`config.mk`:
```
export PLATFORM = sky130hd
export DESIGN_NAME = lin_mode_seq
export DESIGN_NICKNAME = d
export VERILOG_FILES = /design/src/rtl/lin_mode_pkg.sv /design/src/rtl/lin_mode_wrgate.sv /design/src/rtl/lin_mode_fsm.sv /design/src/rtl/lin_mode_stat.sv /design/src/rtl/lin_mode_seq.sv
export SDC_FILE = /design/constraint.sdc
export NUM_CORES = 1
export LEC_CHECK = 0
export BUFFER_PORTS_ARGS = -buffer_cell sky130_fd_sc_hd__clkbuf_2
export CORE_MARGIN = 5
export CORE_UTILIZATION = 37
export CTS_BUF_LIST = sky130_fd_sc_hd__clkbuf_16
export DETAILED_ROUTE_END_ITERATION = 12
export PLACE_DENSITY = 0.72
export SKIP_LAST_GASP = 1
export SLEW_MARGIN = 20
export SYNTH_ARGS = -nofsm -noshare
export SYNTH_HDL_FRONTEND = slang
export SYNTH_SLANG_ARGS = --single-unit
```
`constraint.sdc`:
```
create_clock -name clk -period 1.65 [get_ports clk]
set_clock_uncertainty 0.2 [all_clocks]
set_input_delay 0.33 -clock clk [delete_from_list [all_inputs] [get_ports clk]]
set_output_delay 0.33 -clock clk [all_outputs]
set_load 0.05 [all_outputs]
```
`src/rtl/lin_mode_pkg.sv`:
```
package lin_mode_pkg;
  typedef enum logic [1:0] {
    LM_RESET = 2'b00,
    LM_WAKE  = 2'b01,
    LM_OPER  = 2'b11
  } lin_mode_e;

  localparam int CTRL_W = 2;

  // bit 0 releases reset, bit 1 picks operation over wake-up
  function automatic lin_mode_e decode_ctrl(input logic [CTRL_W-1:0] c);
    if (!c[0])     return LM_RESET;
    else if (c[1]) return LM_OPER;
    else           return LM_WAKE;
  endfunction
endpackage

```
`src/rtl/lin_mode_wrgate.sv`:
```
module lin_mode_wrgate #(
  parameter int AW       = 4,
  parameter int DW       = 8,
  parameter int CW       = 2,
  parameter logic [AW-1:0] REG_ADDR = '0
) (
  input  logic          clk,
  input  logic          rst,
  input  logic [AW-1:0] addr,
  input  logic          wr_en,
  input  logic          rd_en,
  input  logic [CW-1:0] wr_bits,
  input  logic          lin_en,
  input  logic          tx_busy,
  input  logic          st_mode,
  input  logic          st_ready,
  input  logic          upd_busy,
  output logic          accept,
  output logic [DW-1:0] rd_data
);
  localparam int PAD_W = DW - CW;

  logic          hit;
  logic          st_block;
  logic [CW-1:0] ctrl_q;

  assign hit      = (addr == REG_ADDR);
  assign st_block = st_mode & ~st_ready;
  assign accept   = hit & wr_en & lin_en & ~tx_busy & ~upd_busy & ~st_block;

  always_ff @(posedge clk) begin
    if (rst || !lin_en) ctrl_q <= '0;
    else if (accept)    ctrl_q <= wr_bits;
  end

  always_ff @(posedge clk) begin
    if (rst)                rd_data <= '0;
    else if (hit && rd_en)  rd_data <= {{PAD_W{1'b0}}, ctrl_q};
    else                    rd_data <= '0;
  end
endmodule

```
`src/rtl/lin_mode_fsm.sv`:
```
module lin_mode_fsm
  import lin_mode_pkg::*;
(
  input  logic              clk,
  input  logic              rst,
  input  logic              lin_en,
  input  logic              accept,
  input  logic [CTRL_W-1:0] wr_bits,
  output lin_mode_e         mode_q
);
  always_ff @(posedge clk) begin
    if (rst || !lin_en) mode_q <= LM_RESET;
    else if (accept)    mode_q <= decode_ctrl(wr_bits);
  end
endmodule

```
`src/rtl/lin_mode_stat.sv`:
```
module lin_mode_stat
  import lin_mode_pkg::*;
#(
  parameter int DELAY = 4
) (
  input  logic      clk,
  input  logic      rst,
  input  logic      lin_en,
  input  logic      accept,
  input  lin_mode_e cur_mode,
  output lin_mode_e stat_q,
  output logic      busy
);
  localparam int CNTW = $clog2(DELAY + 1);

  logic [CNTW-1:0] cnt_q;

  always_ff @(posedge clk) begin
    if (rst || !lin_en) begin
      cnt_q  <= '0;
      stat_q <= LM_RESET;
    end else if (accept) begin
      cnt_q  <= CNTW'(DELAY);
    end else if (cnt_q == CNTW'(1)) begin
      cnt_q  <= '0;
      stat_q <= cur_mode;
    end else if (cnt_q != '0) begin
      cnt_q  <= cnt_q - 1'b1;
    end
  end

  assign busy = (cnt_q != '0);
endmodule

```
`src/rtl/lin_mode_seq.sv`:
```
module lin_mode_seq
  import lin_mode_pkg::*;
#(
  parameter int AW       = 4,
  parameter logic [AW-1:0] REG_ADDR = 4'h6,
  parameter int STAT_DELAY = 4
) (
  input  logic          clk,
  input  logic          rst,
  input  logic [AW-1:0] addr,
  input  logic          wr_en,
  input  logic          rd_en,
  input  logic [7:0]    wr_data,
  output logic [7:0]    rd_data,
  input  logic          lin_en,
  input  logic          tx_busy,
  input  logic          st_mode,
  input  logic          st_ready,
  output logic [1:0]    mode,
  output logic [1:0]    mode_stat,
  output logic          upd_busy
);
  lin_mode_e mode_q;
  lin_mode_e stat_q;
  logic      accept;
  logic      busy;
  logic      unused_rsv;

  // reserved write bits are dropped here
  assign unused_rsv = ^wr_data[7:CTRL_W];

  lin_mode_wrgate #(.AW(AW), .DW(8), .CW(CTRL_W), .REG_ADDR(REG_ADDR)) u_gate (
    .clk(clk), .rst(rst), .addr(addr), .wr_en(wr_en), .rd_en(rd_en),
    .wr_bits(wr_data[CTRL_W-1:0]), .lin_en(lin_en), .tx_busy(tx_busy),
    .st_mode(st_mode), .st_ready(st_ready), .upd_busy(busy),
    .accept(accept), .rd_data(rd_data)
  );

  lin_mode_fsm u_fsm (
    .clk(clk), .rst(rst), .lin_en(lin_en), .accept(accept),
    .wr_bits(wr_data[CTRL_W-1:0]), .mode_q(mode_q)
  );

  lin_mode_stat #(.DELAY(STAT_DELAY)) u_stat (
    .clk(clk), .rst(rst), .lin_en(lin_en), .accept(accept),
    .cur_mode(mode_q), .stat_q(stat_q), .busy(busy)
  );

  assign mode      = mode_q;
  assign mode_stat = stat_q;
  assign upd_busy  = busy;
endmodule

```
==> results.md <==
- Area grow syn2layout: 40.70%
- Post-synthesis cell area: 571.8 sq um
- Hold Vio Cnt, Final: 0
- Post-route ant nets: 0
- Final Cycle Share: 97.52%
- Iteration-0 DRC Markers: 11
- Crit path kind: flip-flop to flip-flop
- Outcome: finished, final reports clean
- Clk_lat worst skew: 0.23 ns
- Yosys warning count: 0
- GRT overflow: 0
- Max Freq: 621.5 MHz
- Core Util, Final: 54.03%
- Htree depth: 1
- Clock Tree Buf Depth: 2
- Fill cells: 138
- Drt first pass iters: 4
- Drt via density: 4.856
- Max-slew violation count: 0
- Overall global routing resource usage: 10.24%
- Synthesized instance count: 55
- Max Cap Violations: 0
- Initial Util: 38.40%
- Hold path startpoint: wr_data[0]
- Setup crit start kind: flip-flop
- N_diodes: 0
- I/O Pins: 33
- RSZ-0062 raised after global routing: yes
- #FFs+latches synth: 10
- Clk sinks: 10
- FF-to-FF End: u_stat.cnt_q[0]$_SDFFE_PP0N_
- DRC violations left: 0
- Clock root buffer master: clkbuf_16
- Min-delay worst type: input pin to flip-flop
- Final setup viols: 0
- Total CTS buffers: 3
- Final Wtd Congestion: 0.7241
- Hold depth: 3
- Critical path arrival: 1.55 ns
- Port Buf Inserts: 20
- Die Y-Extent: 49.31 um
- Via count: 471
- Number of global-route vias before repair: 422
- CP endpoint kind: flip-flop
- Reg2Reg Setup Slack: 0.04 ns
- CP max FO: 6
- Dpl hpwl: 871.1 um
- Final wirelength: 1.300 mm
- CTS tree: built
- Pleak: 0.0003488 uW
- Wire length of the first global-routing pass: 1.869 mm
- Tmin final: 1.609 ns
- Pwr dens: 907.2 mW/mm^2
- Share of cells above drive strength 1: 50.62%
- Die ar.: 0.002431 sq mm
- Row cnt: 14
- DR WL/cell: 13.40 um
- WP data required: 1.59 ns
- Die W: 49.31 um
- Number of nets in the layout: 106
- Min-Delay Endpoint: u_fsm.mode_q[1]$_SDFFE_PP0P_
- Total power: 729.9 uW
- Pin count of the biggest net entering global routing: 7
- Initial antenna violation count: 0
- Worst-path clk slew: 0.04 ns
- Share of the yosys chip area belonging to registers: 35.01%
- Worst vdd ir: 545.4 uV
- Worst R2R Start: u_stat.cnt_q[0]$_SDFFE_PP0N_
- Core box area: 0.001489 sq mm
- Post-Syn Area per Cell: 10.40 sq um
- Cells on worst reg2reg path: 6
- Netlist cell types: 21
[per-stage QoR]
stage | std cells | worst slack [ns] | hold slack, ns | TNS [ns] | area [sq um]
after detailed placement | 91 | 0.01155 | 0.2771 | 0 | 684.4
final | 97 | 0.04090 | 0.1559 | 0 | 804.5
after global routing | 97 | -0.01999 | 0.1591 | -0.03287 | 804.5
after floorplan | 60 | 0.02443 | 0.2523 | 0 | 605.6
after global placement | 91 | 0.01623 | 0.2682 | 0 | 684.4
after CTS | 94 | 0.01011 | 0.1552 | 0 | 769.5
[cells in the mapped netlist]
cell,count,area (sq um)
dfxtp_1,10,200.2
buf_4,7,52.55
nor2_1,6,22.52
nand2b_1,5,31.28
mux2i_1,4,40.04
and4b_1,3,30.03
ha_1,3,37.54
and4bb_2,2,25.02
inv_1,2,7.510
nor3_1,2,10.01
a2111oi_4,1,27.53
a21oi_1,1,5.000
a41oi_2,1,16.27
and3b_1,1,8.760
buf_6,1,11.26
conb_1,1,3.750
nand2b_4,1,13.76
nand3_1,1,5.000
nor2b_1,1,6.260
nor4b_1,1,8.760
xnor2_1,1,8.760
[sequential cells by signal, summed over array words and instances, names as in the netlist]
| name | count |
|---|---|
| u_gate.rd_data | 2 |
| u_stat.stat_q | 2 |
| u_gate.ctrl_q | 1 |
| u_fsm.mode_q | 2 |
| u_stat.cnt_q | 3 |
[where the power goes]
part	switching (uW)	leakage, uW	internal, uW
combinational	49.5	0.000230	24.8
clock	99.9	0.0000370	313
sequential	0.650	0.0000818	242
[final cells by class]
cell class / count / area, sq um / area share [%]
Multi-Input combinational cell: 40 / 337.8 / 41.99
Sequential cell: 10 / 205.2 / 25.51
Timing Repair Buffer: 26 / 153.9 / 19.13
Clock buffer: 3 / 75.07 / 9.331
Tap cell: 16 / 20.02 / 2.488
Inverter: 2 / 12.51 / 1.555
[critical path, cell delays in order (launching register included)]
cell	delay, ns
dfxtp_4	0.36
inv_4	0.04
ha_4	0.16
nand2b_4	0.09
and4b_2	0.29
buf_4	0.17
nor3_2	0.20
[how the worst max path moves through the flow]
stage / startpoint / endpoint / cells after the start
floorplan: u_stat.cnt_q[1]$_SDFFE_PP0N_ / u_fsm.mode_q[0]$_SDFFE_PP0P_ / 7
global placement: addr[3] / u_fsm.mode_q[0]$_SDFFE_PP0P_ / 5
detailed placement: u_stat.cnt_q[0]$_SDFFE_PP0N_ / u_fsm.mode_q[0]$_SDFFE_PP0P_ / 6
CTS: u_stat.cnt_q[0]$_SDFFE_PP0N_ / upd_busy / 4
global route: u_stat.cnt_q[0]$_SDFFE_PP0N_ / u_fsm.mode_q[0]$_SDFFE_PP0P_ / 6
finish: u_stat.cnt_q[0]$_SDFFE_PP0N_ / u_stat.cnt_q[0]$_SDFFE_PP0N_ / 6
[cell usage in the layout (no fill, tap or decap), drive strengths merged, types with 2 or more instances in the layout]
| cell | n |
|---|---|
| ha | 3 |
| conb | 6 |
| clkbuf | 23 |
| and4bb | 2 |
| dfxtp | 10 |
| inv | 2 |
| buf | 6 |
| nor3 | 2 |
| and4b | 3 |
| mux2i | 4 |
| nor2 | 6 |
| nand2b | 6 |
[what timing repair did]
action,4_1_cts,5_1_grt
cloned,0,0
endpoints found under the setup margin,2,8
pin swaps,0,2
resized for setup,3,4
hold buffers,0,0
setup buffers,0,3
[per-layer routing]
| layer | global-route usage [%] | vias to the layer above | wire, um |
|---|---|---|---|
| met1 | 11.79 | 208 | 501 |
| met3 | 5.810 | 5 | 157 |
| li1 | - | 230 | - |
| met5 | 0 | - | 0 |
| met4 | 8.072 | 0 | 42 |
| met2 | 13.52 | 28 | 599 |
[logic make-up after synthesis]
logic type,share of synthesized area [%]
AO/OA/AOI/OAI,8.534
multiplexers,7.002
buffers and inverters,12.47
other,0.6558
XOR/XNOR,1.532
AND/OR/NAND/NOR,28.23
adder cells (fa/ha/maj),6.565
flip-flops,35.01
No activity file was read; power rests on OpenSTA's default activity.
